$ cat src/rtl/tdm_pkg.sv
package tdm_pkg;
  localparam int TDM_NSLOT = 32;
  localparam int TDM_NBIT  = 8;
  localparam int TDM_NUSED = 4;
  localparam int TDM_DBITS = 2;

  typedef enum logic [1:0] {SK_IDLE, SK_DCH, SK_OCT} slot_kind_e;

  // Which treatment a timeslot gets on transmit.
  function automatic slot_kind_e slot_kind(input int slot, input int nused);
    if (slot == 0) return SK_DCH;
    if (slot < nused) return SK_OCT;
    return SK_IDLE;
  endfunction
endpackage

$ cat src/rtl/tdm_frame_timer.sv
module tdm_frame_timer #(
  parameter int NSLOT = tdm_pkg::TDM_NSLOT,
  parameter int NBIT  = tdm_pkg::TDM_NBIT,
  localparam int SW = $clog2(NSLOT),
  localparam int BW = $clog2(NBIT)
) (
  input  logic          clk,
  input  logic          rst_n,
  input  logic          fp_n,
  output logic [SW-1:0] cur_slot,
  output logic [BW-1:0] cur_bit,
  output logic          cur_ph,
  output logic [SW-1:0] nxt_slot,
  output logic [BW-1:0] nxt_bit,
  output logic          nxt_ph,
  output logic          locked,
  output logic          nxt_locked
);
  always_comb begin
    nxt_slot = cur_slot;
    nxt_bit  = cur_bit;
    nxt_ph   = ~cur_ph;
    if (cur_ph) begin
      if (cur_bit == BW'(NBIT - 1)) begin
        nxt_bit  = '0;
        nxt_slot = (cur_slot == SW'(NSLOT - 1)) ? '0 : cur_slot + 1'b1;
      end else begin
        nxt_bit = cur_bit + 1'b1;
      end
    end
    if (!fp_n) begin
      nxt_slot = '0;
      nxt_bit  = '0;
      nxt_ph   = 1'b0;
    end
  end

  assign nxt_locked = locked | ~fp_n;

  always_ff @(posedge clk or negedge rst_n) begin
    if (!rst_n) begin
      cur_slot <= '0;
      cur_bit  <= '0;
      cur_ph   <= 1'b0;
      locked   <= 1'b0;
    end else begin
      cur_slot <= nxt_slot;
      cur_bit  <= nxt_bit;
      cur_ph   <= nxt_ph;
      locked   <= nxt_locked;
    end
  end

  AST_FP_ALIGN: assert property (@(posedge clk) disable iff (!rst_n)
    !fp_n |=> (cur_slot == '0 && cur_bit == '0 && !cur_ph));

  AST_PHASE_ALT: assert property (@(posedge clk) disable iff (!rst_n)
    fp_n |=> (cur_ph != $past(cur_ph)));

  AST_WRAP: assert property (@(posedge clk) disable iff (!rst_n)
    (fp_n && cur_ph && cur_bit == BW'(NBIT - 1) && cur_slot == SW'(NSLOT - 1))
      |=> (cur_slot == '0 && cur_bit == '0));
endmodule

$ cat src/rtl/tdm_tx_drive.sv
module tdm_tx_drive #(
  parameter int NSLOT = tdm_pkg::TDM_NSLOT,
  parameter int NBIT  = tdm_pkg::TDM_NBIT,
  parameter int NUSED = tdm_pkg::TDM_NUSED,
  parameter int DBITS = tdm_pkg::TDM_DBITS,
  localparam int SW = $clog2(NSLOT),
  localparam int BW = $clog2(NBIT),
  localparam int OW = (NUSED - 1) * NBIT
) (
  input  logic             clk,
  input  logic             rst_n,
  input  logic [SW-1:0]    nxt_slot,
  input  logic [BW-1:0]    nxt_bit,
  input  logic             nxt_ph,
  input  logic             nxt_locked,
  input  logic [NUSED-1:0] en,
  input  logic [DBITS-1:0] tx_dch,
  input  logic [OW-1:0]    tx_oct,
  output logic             dout,
  output logic             doe
);
  import tdm_pkg::*;

  // Returns {output enable, data} for one bit cell.
  function automatic logic [1:0] cell_drive(
    input logic [SW-1:0]    slot,
    input logic [BW-1:0]    bitn,
    input logic             lock,
    input logic [NUSED-1:0] en_v,
    input logic [DBITS-1:0] dch,
    input logic [OW-1:0]    oct
  );
    int pos;
    int s;
    pos = NBIT - 1 - int'(bitn);
    s   = int'(slot);
    cell_drive = 2'b00;
    if (lock) begin
      case (slot_kind(s, NUSED))
        SK_DCH:  if (pos < DBITS) cell_drive = {1'b1, en_v[0] & dch[pos]};
        SK_OCT:  cell_drive = {en_v[s], en_v[s] & oct[(s - 1) * NBIT + pos]};
        default: cell_drive = 2'b00;
      endcase
    end
  endfunction

  logic [1:0] cell_val;
  assign cell_val = cell_drive(nxt_slot, nxt_bit, nxt_locked, en, tx_dch, tx_oct);

  always_ff @(posedge clk or negedge rst_n) begin
    if (!rst_n) begin
      doe  <= 1'b0;
      dout <= 1'b0;
    end else if (!nxt_ph) begin
      {doe, dout} <= cell_val;
    end
  end
endmodule

$ cat src/rtl/tdm_rx_capture.sv
module tdm_rx_capture #(
  parameter int NSLOT = tdm_pkg::TDM_NSLOT,
  parameter int NBIT  = tdm_pkg::TDM_NBIT,
  parameter int NUSED = tdm_pkg::TDM_NUSED,
  parameter int DBITS = tdm_pkg::TDM_DBITS,
  localparam int SW = $clog2(NSLOT),
  localparam int BW = $clog2(NBIT),
  localparam int OW = (NUSED - 1) * NBIT
) (
  input  logic             clk,
  input  logic             rst_n,
  input  logic             rx,
  input  logic [SW-1:0]    cur_slot,
  input  logic [BW-1:0]    cur_bit,
  input  logic             cur_ph,
  input  logic             locked,
  output logic [DBITS-1:0] rx_dch,
  output logic [OW-1:0]    rx_oct,
  output logic [NUSED-1:0] vld
);
  logic            half;
  logic [NBIT-1:0] sh;
  logic [NBIT-1:0] new_oct;
  logic            take;
  logic            oct_done;
  logic [NUSED-1:0] hit;

  // The falling edge in the second cycle of a cell is the 3/4 point.
  always_ff @(negedge clk or negedge rst_n) begin
    if (!rst_n) half <= 1'b0;
    else        half <= rx;
  end

  assign take     = locked && cur_ph;
  assign new_oct  = {sh[NBIT-2:0], half};
  assign oct_done = take && (cur_bit == BW'(NBIT - 1));

  for (genvar s = 0; s < NUSED; s++) begin : g_hit
    assign hit[s] = oct_done && (cur_slot == SW'(s));
  end

  always_ff @(posedge clk or negedge rst_n) begin
    if (!rst_n) begin
      sh     <= '0;
      vld    <= '0;
      rx_dch <= '0;
      rx_oct <= '0;
    end else begin
      vld <= hit;
      if (take) sh <= new_oct;
      if (hit[0]) rx_dch <= new_oct[DBITS-1:0];
      for (int s = 1; s < NUSED; s++)
        if (hit[s]) rx_oct[(s - 1) * NBIT +: NBIT] <= new_oct;
    end
  end

  AST_VLD_ONEHOT: assert property (@(posedge clk) disable iff (!rst_n)
    $onehot0(vld));

  AST_VLD_SINGLE: assert property (@(posedge clk) disable iff (!rst_n)
    (|vld) |=> !(|vld));
endmodule

$ cat src/rtl/tdm_slot_port.sv
module tdm_slot_port #(
  parameter int NSLOT = tdm_pkg::TDM_NSLOT,
  parameter int NBIT  = tdm_pkg::TDM_NBIT,
  parameter int NUSED = tdm_pkg::TDM_NUSED,
  parameter int DBITS = tdm_pkg::TDM_DBITS,
  localparam int SW = $clog2(NSLOT),
  localparam int BW = $clog2(NBIT),
  localparam int OW = (NUSED - 1) * NBIT
) (
  input  logic             clk_i,
  input  logic             rst_ni,
  input  logic             fp_ni,
  input  logic             rx_i,
  input  logic [NUSED-1:0] en_i,
  input  logic [DBITS-1:0] tx_dch_i,
  input  logic [OW-1:0]    tx_oct_i,
  output logic             dout_o,
  output logic             doe_o,
  output logic [DBITS-1:0] rx_dch_o,
  output logic [OW-1:0]    rx_oct_o,
  output logic [NUSED-1:0] rx_vld_o
);
  logic [SW-1:0] cur_slot, nxt_slot;
  logic [BW-1:0] cur_bit, nxt_bit;
  logic          cur_ph, nxt_ph;
  logic          locked, nxt_locked;

  tdm_frame_timer #(.NSLOT(NSLOT), .NBIT(NBIT)) u_timer (
    .clk(clk_i), .rst_n(rst_ni), .fp_n(fp_ni),
    .cur_slot(cur_slot), .cur_bit(cur_bit), .cur_ph(cur_ph),
    .nxt_slot(nxt_slot), .nxt_bit(nxt_bit), .nxt_ph(nxt_ph),
    .locked(locked), .nxt_locked(nxt_locked)
  );

  tdm_tx_drive #(.NSLOT(NSLOT), .NBIT(NBIT), .NUSED(NUSED), .DBITS(DBITS)) u_tx (
    .clk(clk_i), .rst_n(rst_ni),
    .nxt_slot(nxt_slot), .nxt_bit(nxt_bit), .nxt_ph(nxt_ph), .nxt_locked(nxt_locked),
    .en(en_i), .tx_dch(tx_dch_i), .tx_oct(tx_oct_i),
    .dout(dout_o), .doe(doe_o)
  );

  tdm_rx_capture #(.NSLOT(NSLOT), .NBIT(NBIT), .NUSED(NUSED), .DBITS(DBITS)) u_rx (
    .clk(clk_i), .rst_n(rst_ni), .rx(rx_i),
    .cur_slot(cur_slot), .cur_bit(cur_bit), .cur_ph(cur_ph), .locked(locked),
    .rx_dch(rx_dch_o), .rx_oct(rx_oct_o), .vld(rx_vld_o)
  );

  AST_PRELOCK_QUIET: assert property (@(posedge clk_i) disable iff (!rst_ni)
    !locked |-> (!doe_o && !dout_o));

  AST_SPARE_QUIET: assert property (@(posedge clk_i) disable iff (!rst_ni)
    (locked && cur_slot >= SW'(NUSED)) |-> (!doe_o && !dout_o));

  AST_DCH_UPPER_QUIET: assert property (@(posedge clk_i) disable iff (!rst_ni)
    (locked && cur_slot == '0 && cur_bit < BW'(NBIT - DBITS)) |-> !doe_o);

  AST_CELL_HOLD: assert property (@(posedge clk_i) disable iff (!rst_ni)
    (locked && cur_ph) |-> ($stable(doe_o) && $stable(dout_o)));
endmodule

$ cat config.mk
export PLATFORM = sky130hd
export DESIGN_NAME = tdm_slot_port
export DESIGN_NICKNAME = d
export VERILOG_FILES = /design/src/rtl/tdm_pkg.sv /design/src/rtl/tdm_frame_timer.sv /design/src/rtl/tdm_tx_drive.sv /design/src/rtl/tdm_rx_capture.sv /design/src/rtl/tdm_slot_port.sv
export SDC_FILE = /design/constraint.sdc
export NUM_CORES = 1
export LEC_CHECK = 0
export BUFFER_PORTS_ARGS = -buffer_cell sky130_fd_sc_hd__buf_4
export CAP_MARGIN = 10
export CORE_AREA = 8 8 91 93
export DETAILED_ROUTE_END_ITERATION = 7
export DIE_AREA = 0 0 99 101
export HOLD_SLACK_MARGIN = 0.08
export PLACE_DENSITY_LB_ADDON = 0.12
export SETUP_SLACK_MARGIN = 0.4
export SKIP_LAST_GASP = 1
export SYNTH_ARGS = -nofsm -noshare
export SYNTH_HDL_FRONTEND = slang
export SYNTH_HIERARCHICAL = 1
export SYNTH_SLANG_ARGS = --single-unit
$ cat constraint.sdc
create_clock -name clk_i -period 5.21 [get_ports clk_i]
set_input_delay 0.7815 -clock clk_i [delete_from_list [all_inputs] [get_ports clk_i]]
set_output_delay 0.7815 -clock clk_i [all_outputs]
set_load 0.01 [all_outputs]
==> results.md, run 1 <==
* Hold/Removal Path Class: flip-flop to flip-flop
* Largest stage delay on the critical path at between 0.3 and 0.4 ns
* Total Routed Length at 5.09 mm
* Flop pwr share at a little under three fifths
* Synth area leader: dfrtp_1
* Pwr/cell area at between 200 and 300 nW/um^2
* Relative slew slack at between 50% and 60%
* # resized after CTS at 0
* Worst Hold Depth at 1
* Reg-to-Reg End: u_rx/rx_dch[0]$_DFFE_PN0P_
* Ports at 66
* Setup-failing EPs final at 0
* CP delay by family, top: flip-flops
* Rows at 31
* Initial antenna violation count at 0
* First-pass GRT wire length at roughly 8.7 mm
* Clock Power Share at roughly 34%
* Mapped Cells at about 160
* Grt met1 use at around 13%
* Hold path startpoint: u_rx/rx_oct[7]$_DFFE_PN0P_
* Hold Path End: u_rx/rx_oct[7]$_DFFE_PN0P_
* Layout area overhead at 29.5%
* CTS tree: done
* GR Util met3 at under 10%
* Vias in the first global route at 1715
* Ranking of synthesized cells by area: dfrtp_1 (53%), mux2_2 (16%), mux4_1 (4.5%)
* H-Tree Level Count at 2
* Setup WS pre-CTS at between 1.5 and 2 ns
* Crit start category: flip-flop
* Clk buf depth at 2
* Postcts setup bufs at 0
* Max Cap Viol at 0
* FF-to-FF setup slack at ~1.8 ns
* Nets at 269
* Seq/Total Area, Yosys at 53.6%
* Total power draw at slightly below 0.8 mW
* Die Wd at 99 microns
* Crit path max fanout at 5
* Syn Nets at about 200
* Initial DRC count at between 50 and 60
* Fin Clk Skew at between 0.008 and 0.009 ns
* Clock latency on the worst-skew pair at approximately 0.30 ns
* Yosys cell types at 40
* DP Wirelength at ~3.9 mm
* FF+latch count, synth at 50
* Vias per inst at 5.07
* Critical path launch point: u_rx/half$_DFF_NN0_
* IO Port Bufs at 65
* First drt pass iteration count at 4
* # hold bufs at CTS at 0
* RSZ-0062 raised after global routing: no
* Status: complete, no violations
* Warnings, synthesis at 6
* Post-route DRC at 0
* Largest net degree at the start of global routing at 50
* Antenna Nets Post-Route at 0
* Net Sw Frac at roughly 23%
* Critical path buffers and inverters at 0
* Initial core utilization at between 30% and 40%
* Post-synthesis area per instance at 14.7 sq um
* Final count of hold timing violations at 0
* Slew Limit Fails at 0
* Crit-path cells: mux2_2
* GRT overflow at 0
* Sw Pwr at approximately 0.18 mW
* Internal power at 0.603 mW
* RD Place Congestion at 0.734
* Number of vias in the routed layout at approximately 1.6k
* CTS Buf Count at 5
* Core Area at ~6900 sq um
* Measured slew at the worst slew-check pin at between 0.6 and 0.7 ns
* Layer with the highest usage: met2
* Cell area after synthesis at 2330 sq um
* Reg clk slew, reported paths at 0.09 ns
* Die ar. at roughly 10000 sq um
* R2r startpoint: u_rx/half$_DFF_NN0_
* Comb power frac at 9.5%
* Required @ worst endpoint at about 5.4 ns
* Commonest non-fill, non-tap cells in the layout: buf_4 (67), dfrtp_1 (49), mux2_2 (34)
* Commonest non-fill, non-tap cell in the layout: buf_4
* Slowest CP cell: dfrtn_1
* Reg2Reg Depth at 1
* Leak Pwr at between 1 and 1.5 nW
* Die height at 101 microns
* Clock Tree Root: clkbuf_8
* Layout cells sized above 1 at 51.1%
* Synth top area share at a little over half
* Diodes inserted at 0
* Critical path class: flip-flop to flip-flop
* Clock sink count at 50
* Routed len/inst at approximately 16 microns
* Final Worst Setup Slack at approximately 1.8 ns
* Met2 GRT Util at between 15 and 20%
* Setup TNS at 0 ns
* GRT Total Usage at between 10% and 20%
* Crit path DAT at roughly 3.6 ns
* Max VDD drop at about 0.1 mV
* Worst setup EP type: flip-flop
* Hold_ws at roughly 0.51 ns
==> cell usage after synthesis <==
| cell type | n |
|---|---|
| nand2_1 | 6 |
| nor2b_1 | 3 |
| nor3b_1 | 1 |
| and3_1 | 1 |
| or4_1 | 1 |
| or4_4 | 1 |
| a21boi_1 | 2 |
| dfrtp_1 | 49 |
| nor3_4 | 3 |
| nand3b_1 | 1 |
| nand2b_1 | 3 |
| o31a_2 | 1 |
| nor4bb_1 | 1 |
| a21boi_0 | 2 |
| a211oi_1 | 1 |
| a31oi_1 | 2 |
| o31ai_1 | 1 |
| mux2_2 | 34 |
| a311o_1 | 1 |
| nand2_4 | 1 |
| and3b_1 | 1 |
| ha_1 | 5 |
| o21ai_0 | 3 |
| and2b_1 | 2 |
| buf_6 | 2 |
| or4b_4 | 1 |
| nand3_1 | 3 |
| nand4_1 | 2 |
| nor2_1 | 1 |
| buf_4 | 1 |
| mux4_2 | 2 |
| dfrtn_1 | 1 |
| nor3_1 | 2 |
| mux2i_1 | 7 |
| inv_1 | 2 |
| o21a_1 | 1 |
| a21oi_1 | 2 |
| mux4_1 | 4 |
| or4b_1 | 1 |
| and2b_2 | 1 |
==> power groups by stage <==
stage / clock network, mW / registers (mW) / logic (mW)
2_1_floorplan: 0 / 0.435 / 0.0460
3_3_place_gp: 0 / 0.447 / 0.0747
3_5_place_dp: 0 / 0.447 / 0.0768
4_1_cts: 0.280 / 0.439 / 0.0768
5_1_grt: 0.297 / 0.445 / 0.0831
6_report: 0.268 / 0.438 / 0.0743
==> cells by family after synthesis <==
kind of cell / after synthesis / synth area share, %
mux: 47 / 25.9
compound gates: 16 / 4.72
fa+ha+maj: 5 / 2.68
buf+inv: 5 / 1.61
flops: 50 / 53.6
simple gates: 36 / 11.5
==> how the worst max path moves through the flow <==
stage                                       end  slack, ns  cells after the start
detailed placement          u_rx/half$_DFF_NN0_       1.56                      1
global placement            u_rx/half$_DFF_NN0_       1.56                      1
floorplan                   u_rx/half$_DFF_NN0_       1.68                      0
finish               u_rx/rx_dch[0]$_DFFE_PN0P_       1.83                      1
CTS                  u_rx/rx_dch[0]$_DFFE_PN0P_       1.84                      1
global route        u_rx/rx_oct[16]$_DFFE_PN0P_       1.80                      1
==> registers in the layout (all words and copies together) (netlist names) <==
signal            cells
u_rx/half             1
u_timer/cur_ph        1
u_rx/rx_dch           2
u_rx/rx_oct          24
u_timer/cur_bit       3
u_rx/sh               7
u_tx/dout             1
u_timer/locked        1
u_rx/vld              4
u_tx/doe              1
u_timer/cur_slot      5
==> cell type report <==
type	count	area [sq um]
Fill cell	643	3920
Clock inverter	2	38.8
Timing Repair Buffer	67	503
Inverter	2	7.51
Multi-Input combinational cell	104	1040
Sequential cell	50	1250
Clock buffer	6	72.6
Tap cell	82	103
==> per-layer routing <==
| layer | wire [microns] | vias up | share of wire [%] |
|---|---|---|---|
| met5 | 0 | - | 0 |
| met4 | 76 | 0 | 1.5 |
| met3 | 464 | 6 | 9.1 |
| met2 | 2350 | 60 | 46 |
| met1 | 2190 | 779 | 43 |
| li1 | - | 743 | - |
==> stage by stage <==
| step | area, sq um | utilization [%] | instances |
|---|---|---|---|
| after floorplan | 2330 | - | 159 |
| after global placement | 2910 | 41.9 | 305 |
| after detailed placement | 2910 | 41.9 | 305 |
| after CTS | 3020 | 43.5 | 313 |
| after global routing | 3020 | 43.5 | 313 |
| final | 3020 | 43.5 | 313 |
(Power assumes the default switching activity.)
==> run 2, diff against run 1 <==
- clock period: 5.21 -> 2.8 ns (I/O delays scaled with it)
==> run 2 against run 1 <==
  * Global-route usage up 0.48 points
  * Count of clock-buffer cells in the layout down 1
  * Register-to-register slack worse by 1.5 ns
  * Combinational power rose by 100%
  * Highest routed layer unchanged
==> results.md, run 2 (same netlist as run 1, synthesis figures left out) <==
* Final instance area at 3180 sq um (was 3020 sq um)
* Antenna Nets Post-Route at 0 (unchanged)
* Cell Area, Placed at 2960 sq um (was 2910 sq um)
* Fin Clk Skew at 0.00776 ns (was 0.00868 ns)
* Setup TNS at 0 ns (unchanged)
* Final period util at 87.6%
* Hold_ws at 0.260 ns (was 0.512 ns)
* Total power draw at 1.39 mW (was 0.780 mW)
* Crit start category: flip-flop (unchanged)
* Post-route DRC at 0 (unchanged)
* Clock Tree Root: clkbuf_8 (unchanged)
* Setup WS pre-CTS at 0.170 ns (was 1.56 ns)
* Status: complete, no violations (unchanged)
* Relative slew slack at 57.8% (was 58.9%)
* Diodes inserted at 0 (unchanged)
* GRT overflow at 0 (unchanged)
* Crit path DAT at 2.64 ns (was 3.57 ns)
* Reg clk slew, reported paths at 0.09 ns (about the same)
* Die Wd at 99 microns (unchanged)
* Die height at 101 microns (unchanged)
* Vias per inst at 4.91 (was 5.07)
* CTS Buf Count at 5 (unchanged)
* Commonest non-fill, non-tap cell in the layout: buf_4 (unchanged)
* Critical path class: flip-flop to flip-flop (unchanged)
* Total Routed Length at 5.37 mm (was 5.09 mm)
* Ports at 66 (unchanged)
* Rows at 31 (unchanged)
* Measured slew at the worst slew-check pin at 0.633 ns (was 0.617 ns)
* Max FFs per register at 24 (unchanged)
* Max VDD drop at 0.187 mV (was 0.102 mV)
* Final Non-Filler Cells at 327 (was 313)
* Fillers at 636 (was 643)
* DP Wirelength at 4.03 mm (was 3.95 mm)
* Final Worst Setup Slack at 0.347 ns (was 1.83 ns)
* Clock sink count at 50 (unchanged)
* Area of the multi-input gates at 1120 sq um (was 1040 sq um)
* Clk buf depth at 2 (unchanged)
* RD Place Congestion at 0.723 (was 0.734)
* Vias in the first global route at 1795 (was 1715)
* Leak Pwr at 1.55 nW (was 1.50 nW)
* Largest net degree at the start of global routing at 50 (unchanged)
* Largest registers: u_rx/rx_oct (24), u_rx/sh (7), u_timer/cur_slot (5) (unchanged)
* Inst Count DP at 308 (was 305)
* Required @ worst endpoint at 2.99 ns (was 5.40 ns)
* Die ar. at 10000 sq um (unchanged)
* RSZ-0062 raised after global routing: yes (was no)
* Top reg by flops: u_rx/rx_oct (unchanged)
* Nets at 283 (was 269)
* H-Tree Level Count at 2 (unchanged)
* Initial core utilization at 33.6% (unchanged)
* Routed len/inst at 16.4 microns (was 16.2 microns)
* GRT Total Usage at 11.4% (was 10.9%)
* Max Cap Viol at 0 (unchanged)
* Final count of hold timing violations at 0 (unchanged)
* Pwr/cell area at 438 nW/um^2 (was 258 nW/um^2)
* First drt pass iteration count at 4 (unchanged)
* Clock latency on the worst-skew pair at 0.30 ns (about the same)
* FF-to-FF setup slack at 0.35 ns (was 1.83 ns)
* Core Area at 6940 sq um (unchanged)
* IO Port Bufs at 65 (unchanged)
* First-pass GRT wire length at 9.13 mm (was 8.66 mm)
* Worst setup EP type: flip-flop (unchanged)
* Layout cells sized above 1 at 60.8% (was 51.1%)
* Final core utilization at 45.8% (was 43.5%)
* CTS tree: done (unchanged)
* Initial DRC count at 44 (was 52)
* Number of vias in the routed layout at 1606 (was 1588)
* Slew Limit Fails at 0 (unchanged)
* Min Tclk post-route at around 2.5 ns
* Setup-failing EPs final at 0 (unchanged)
* Register area at 1250 sq um (unchanged)
* Layout area overhead at 36.3% (was 29.5%)
* Initial antenna violation count at 0 (unchanged)
* Hold/Removal Path Class: primary input to asynchronous set/reset pin (was flip-flop to flip-flop)
* Achievable Freq at 0.408 GHz
* Crit path max fanout at 4 (was 5)
* Commonest non-fill, non-tap cells in the layout: buf_4 (81), dfrtp_1 (49), mux2_2 (34) (was buf_4 (67), dfrtp_1 (49), mux2_2 (34))
==> run 2: layout make-up <==
class	count	share of cell area, %
sequential	50	39.4
clock buffer	5	2.16
inverter	2	0.236
tap	82	3.23
multi-input combinational	104	35.1
timing repair buffer	81	19.1
clock inverter	3	0.748
==> run 2: final timing paths <==
check                                              startpoint                          end  depth (start not counted)
max in group asynchronous                              rst_ni          u_rx/half$_DFF_NN0_                          1
min in group clk_i                                      fp_ni     u_timer/locked$_DFF_PN0_                          2
worst max register to register  u_timer/cur_slot[0]$_DFF_PN0_         u_tx/doe$_DFFE_PN0N_                         10
worst max-delay path            u_timer/cur_slot[0]$_DFF_PN0_         u_tx/doe$_DFFE_PN0N_                         10
worst min-delay path                                   rst_ni   u_rx/rx_oct[7]$_DFFE_PN0P_                          2
worst min register to register    u_rx/rx_oct[13]$_DFFE_PN0P_  u_rx/rx_oct[13]$_DFFE_PN0P_                          1
==> run 2: layer usage <==
layer | GRT usage (%) | up-vias | wire [microns]
met5 | 0 | - | 0
met4 | 3.90 | 0 | 45
met3 | 4.42 | 4 | 441
met2 | 17.5 | 59 | 2380
met1 | 14.2 | 776 | 2490
li1 | - | 767 | -
==> run 2: power breakdown <==
| part | leakage [nW] | switching [mW] | internal [mW] |
|---|---|---|---|
| clock network | 0.0408 | 0.248 | 0.179 |
| registers | 0.674 | 0.0528 | 0.764 |
| logic | 0.832 | 0.0535 | 0.0963 |
==> run 2: repair_timing <==
item	4_1_cts	5_1_grt
gates cloned	0	0
endpoints found under the hold margin	0	0
hold buffers	0	0
pin swaps	4	10
setup buffers	6	5
setup endpoints to repair	2	2
gates resized for setup	5	9
==> run 2: worst max-delay path: stages, from the launching register on <==
cell and delay (ns):
dfrtp_1 0.40, ha_2 0.18, and3_4 0.18, ha_4 0.16, nor4bb_4 0.28, a21oi_2 0.07, nor2b_4 0.16, mux4_2 0.52
and3b_1 0.17, a31oi_1 0.13, o21ai_1 0.08
==> run 3, diff against run 2 <==
- CORE_AREA: 8 8 91 93 -> 8 8 125 69
- DIE_AREA: 0 0 99 101 -> 0 0 133 77
==> run 3 against run 2 <==
  * Register-to-register slack worse by 0.05 ns
  * First-iteration DRC count up 55%
  * Total power is 13% higher
  * Sequential power up 0.9%
  * Final area increased by 2.1%
  * Cell count rose by 3.4%
  * Count of clock-buffer cells in the layout up 2
  * Fmax fell by 1.9%
  * Via count decreased by 0.68%
  * Critical path depth is the same
  * Hold slack gained 0.00071 ns
  * Critical path type unchanged
  * Critical endpoint unchanged
  * Largest power group unchanged
==> results.md, run 3 (same netlist as run 1, synthesis figures left out) <==
* Status: complete, no violations (unchanged)
* Achievable Freq at 0.400 GHz (was 0.408 GHz)
* Reg-to-Reg End: u_tx/doe$_DFFE_PN0N_ (unchanged)
* First drt pass iteration count at 4 (unchanged)
* Relative slew slack at 58.3% (was 57.8%)
* Clk buf depth at 2 (unchanged)
* First-pass GRT wire length at 9.40 mm (was 9.13 mm)
* Min Tclk post-route at 2.50 ns (was 2.45 ns)
* Final instance area at 3250 sq um (was 3180 sq um)
* Crit path to: u_tx/doe$_DFFE_PN0N_ (unchanged)
* Max Cap Viol at 0 (unchanged)
* Vias in the first global route at 1697 (was 1795)
* Crit start category: flip-flop (unchanged)
* Setup-failing EPs final at 0 (unchanged)
* Reg clk slew, reported paths at 0.07 ns (was 0.09 ns)
* Measured slew at the worst slew-check pin at 0.625 ns (was 0.633 ns)
* Slowest CP cell: mux4_2 (unchanged)
* Fin Clk Skew at 0.0226 ns (was 0.00776 ns)
* Max FFs per register at 24 (unchanged)
* Final count of hold timing violations at 0 (unchanged)
* Vias per inst at 4.72 (was 4.91)
* Net Sw Frac at 23.0% (was 25.4%)
* Clock latency on the worst-skew pair at 0.30 ns (about the same)
* Setup WS pre-CTS at 0.117 ns (was 0.170 ns)
* Fillers at 628 (was 636)
* Top reg by flops: u_rx/rx_oct (unchanged)
* R2r startpoint: u_timer/cur_slot[0]$_DFF_PN0_ (unchanged)
* Crit path max fanout at 3 (was 4)
* CP delay by family, top: simple AND/OR/NAND/NOR gates (unchanged)
* CTS Buf Count at 5 (unchanged)
* Setup TNS at 0 ns (unchanged)
* Critical Path Most Common Cell: ha_4
* Clock Power Share at 38.3% (was 30.6%)
* Die height at 77 microns (was 101 microns)
* Final Worst Setup Slack at 0.300 ns (was 0.347 ns)
* Nets at 280 (was 283)
* Initial DRC count at 68 (was 44)
* Crit-path cells: ha_4, and3_4, ha_4, nor4bb_4, a21oi_2, nor2b_2, mux4_2, and3b_1, a31oi_1, o21ai_1 (was ha_2, and3_4, ha_4, nor4bb_4, a21oi_2, nor2b_4, mux4_2, and3b_1, a31oi_1, o21ai_1)
* FF-to-FF setup slack at 0.30 ns (was 0.35 ns)
* Total power draw at 1.58 mW (was 1.39 mW)
* Largest registers: u_rx/rx_oct (24), u_rx/sh (7), u_timer/cur_slot (5) (unchanged)
* IO Port Bufs at 65 (unchanged)
* Hold_ws at 0.261 ns (was 0.260 ns)
* Largest stage delay on the critical path at 0.53 ns (was 0.52 ns)
* Layout cells sized above 1 at 59.5% (was 60.8%)
* GRT overflow at 0 (unchanged)
* Final period util at 89.3% (was 87.6%)
* Critical path buffers and inverters at 0 (unchanged)
* Pwr/cell area at 486 nW/um^2 (was 438 nW/um^2)
* Reg2Reg Depth at 10 (unchanged)
* Post-route DRC at 0 (unchanged)
* Largest net degree at the start of global routing at 50 (unchanged)
* Inst Count DP at 320 (was 308)
* RSZ-0062 raised after global routing: yes (unchanged)
* Comb power frac at 9.5% (was 10.7%)
* Leak Pwr at 1.58 nW (was 1.55 nW)
* Required @ worst endpoint at 2.98 ns (was 2.99 ns)
* Clock Tree Root: clkbuf_16 (was clkbuf_8)
* Final core utilization at 46.6% (was 45.8%)
* Initial core utilization at 33.5% (was 33.6%)
* Routed len/inst at 17.0 microns (was 16.4 microns)
* Die Wd at 133 microns (was 99 microns)
* Critical path class: flip-flop to flip-flop (unchanged)
* WP depth at 10 (unchanged)
* Internal power at 1.22 mW (was 1.04 mW)
* CTS tree: done (unchanged)
* Crit path DAT at 2.68 ns (was 2.64 ns)
* Cell Area, Placed at 2960 sq um (about the same)
* Core Area at 6960 sq um (was 6940 sq um)
* Flop pwr share at 52.2% (was 58.6%)
* Rows at 22 (was 31)
* Critical path launch point: u_timer/cur_slot[0]$_DFF_PN0_ (unchanged)
* # hold bufs at CTS at 0 (unchanged)
* Number of vias in the routed layout at 1595 (was 1606)
* Clock sink count at 50 (unchanged)
* Die ar. at 10200 sq um (was 10000 sq um)
* Initial antenna violation count at 0 (unchanged)
* Layout area overhead at 39.2% (was 36.3%)
* Commonest non-fill, non-tap cells in the layout: buf_4 (78), dfrtp_1 (48), mux2_2 (34) (was buf_4 (81), dfrtp_1 (49), mux2_2 (34))
* Worst setup EP type: flip-flop (unchanged)
* H-Tree Level Count at 2 (unchanged)
* Sw Pwr at 0.363 mW (was 0.354 mW)
* RD Place Congestion at 0.713 (was 0.723)
* Total Routed Length at 5.75 mm (was 5.37 mm)
* GRT Total Usage at 11.6% (was 11.4%)
* Diodes inserted at 0 (unchanged)
* Ports at 66 (unchanged)
* Slew Limit Fails at 0 (unchanged)
* Commonest non-fill, non-tap cell in the layout: buf_4 (unchanged)
* Hold/Removal Path Class: primary input to asynchronous set/reset pin (unchanged)
* Antenna Nets Post-Route at 0 (unchanged)
* DP Wirelength at 4.26 mm (was 4.03 mm)
* Max VDD drop at 0.216 mV (was 0.187 mV)
* Final Non-Filler Cells at 338 (was 327)
[run 3: cell count changes in the layout (fill, tap and decap cells not counted), sizes merged]
cell      before  now
buf           81   78
clkbuf         5    7
clkinv         0    1
clkinvlp       2    0
inv            3    2
[run 3: power groups by stage]
stage	sequential, mW	combinational (mW)	clock (mW)
2_1_floorplan	0.809	0.0868	0
3_3_place_gp	0.837	0.142	0
3_5_place_dp	0.836	0.142	0
4_1_cts	0.822	0.148	0.628
5_1_grt	0.832	0.164	0.657
6_report	0.824	0.150	0.605
[run 3: layer usage]
| metal | up-vias | part of all wire, % | GRT usage, % |
|---|---|---|---|
| li1 | 763 | - | - |
| met1 | 796 | 51 | 16.8 |
| met2 | 29 | 42 | 15.5 |
| met3 | 7 | 5.0 | 3.97 |
| met4 | 0 | 1.3 | 3.71 |
| met5 | - | 0 | 0 |
[run 3: how the worst min path moves through the flow]
stage                               from                     endpoint  slack, ns  depth (start not counted)
floorplan                         rst_ni   u_rx/rx_dch[0]$_DFFE_PN0P_       0.12                          0
global route                      rst_ni  u_rx/rx_oct[20]$_DFFE_PN0P_       0.32                          2
finish                            rst_ni  u_rx/rx_oct[20]$_DFFE_PN0P_       0.26                          2
detailed placement  u_tx/doe$_DFFE_PN0N_         u_tx/doe$_DFFE_PN0N_       0.49                          2
global placement    u_tx/doe$_DFFE_PN0N_         u_tx/doe$_DFFE_PN0N_       0.49                          2
CTS                               rst_ni  u_rx/rx_oct[20]$_DFFE_PN0P_       0.29                          2
[run 3: cell type report]
cell class	count	area (sq um)	area share (%)
Multi-Input combinational cell	104	1130	34.9
Sequential cell	50	1250	38.6
Clock inverter	1	5.00	0.154
Tap cell	96	120	3.70
Inverter	2	7.51	0.231
Clock buffer	7	143	4.39
Timing Repair Buffer	78	586	18.0
[run 3: worst reg2reg max path: stages (launching register included)]
cell and delay (ns):
dfrtp_2 0.43, ha_4 0.17, and3_4 0.18, ha_4 0.16, nor4bb_4 0.27, a21oi_2 0.06, nor2b_2 0.18, mux4_2 0.53
and3b_1 0.18, a31oi_1 0.14, o21ai_1 0.09
[run 3: what timing repair did]
| action | in CTS | in global routing |
|---|---|---|
| setup buffers | 8 | 2 |
| pin swaps | 4 | 2 |
| resized for setup | 3 | 10 |
| setup endpoints to repair | 2 | 2 |
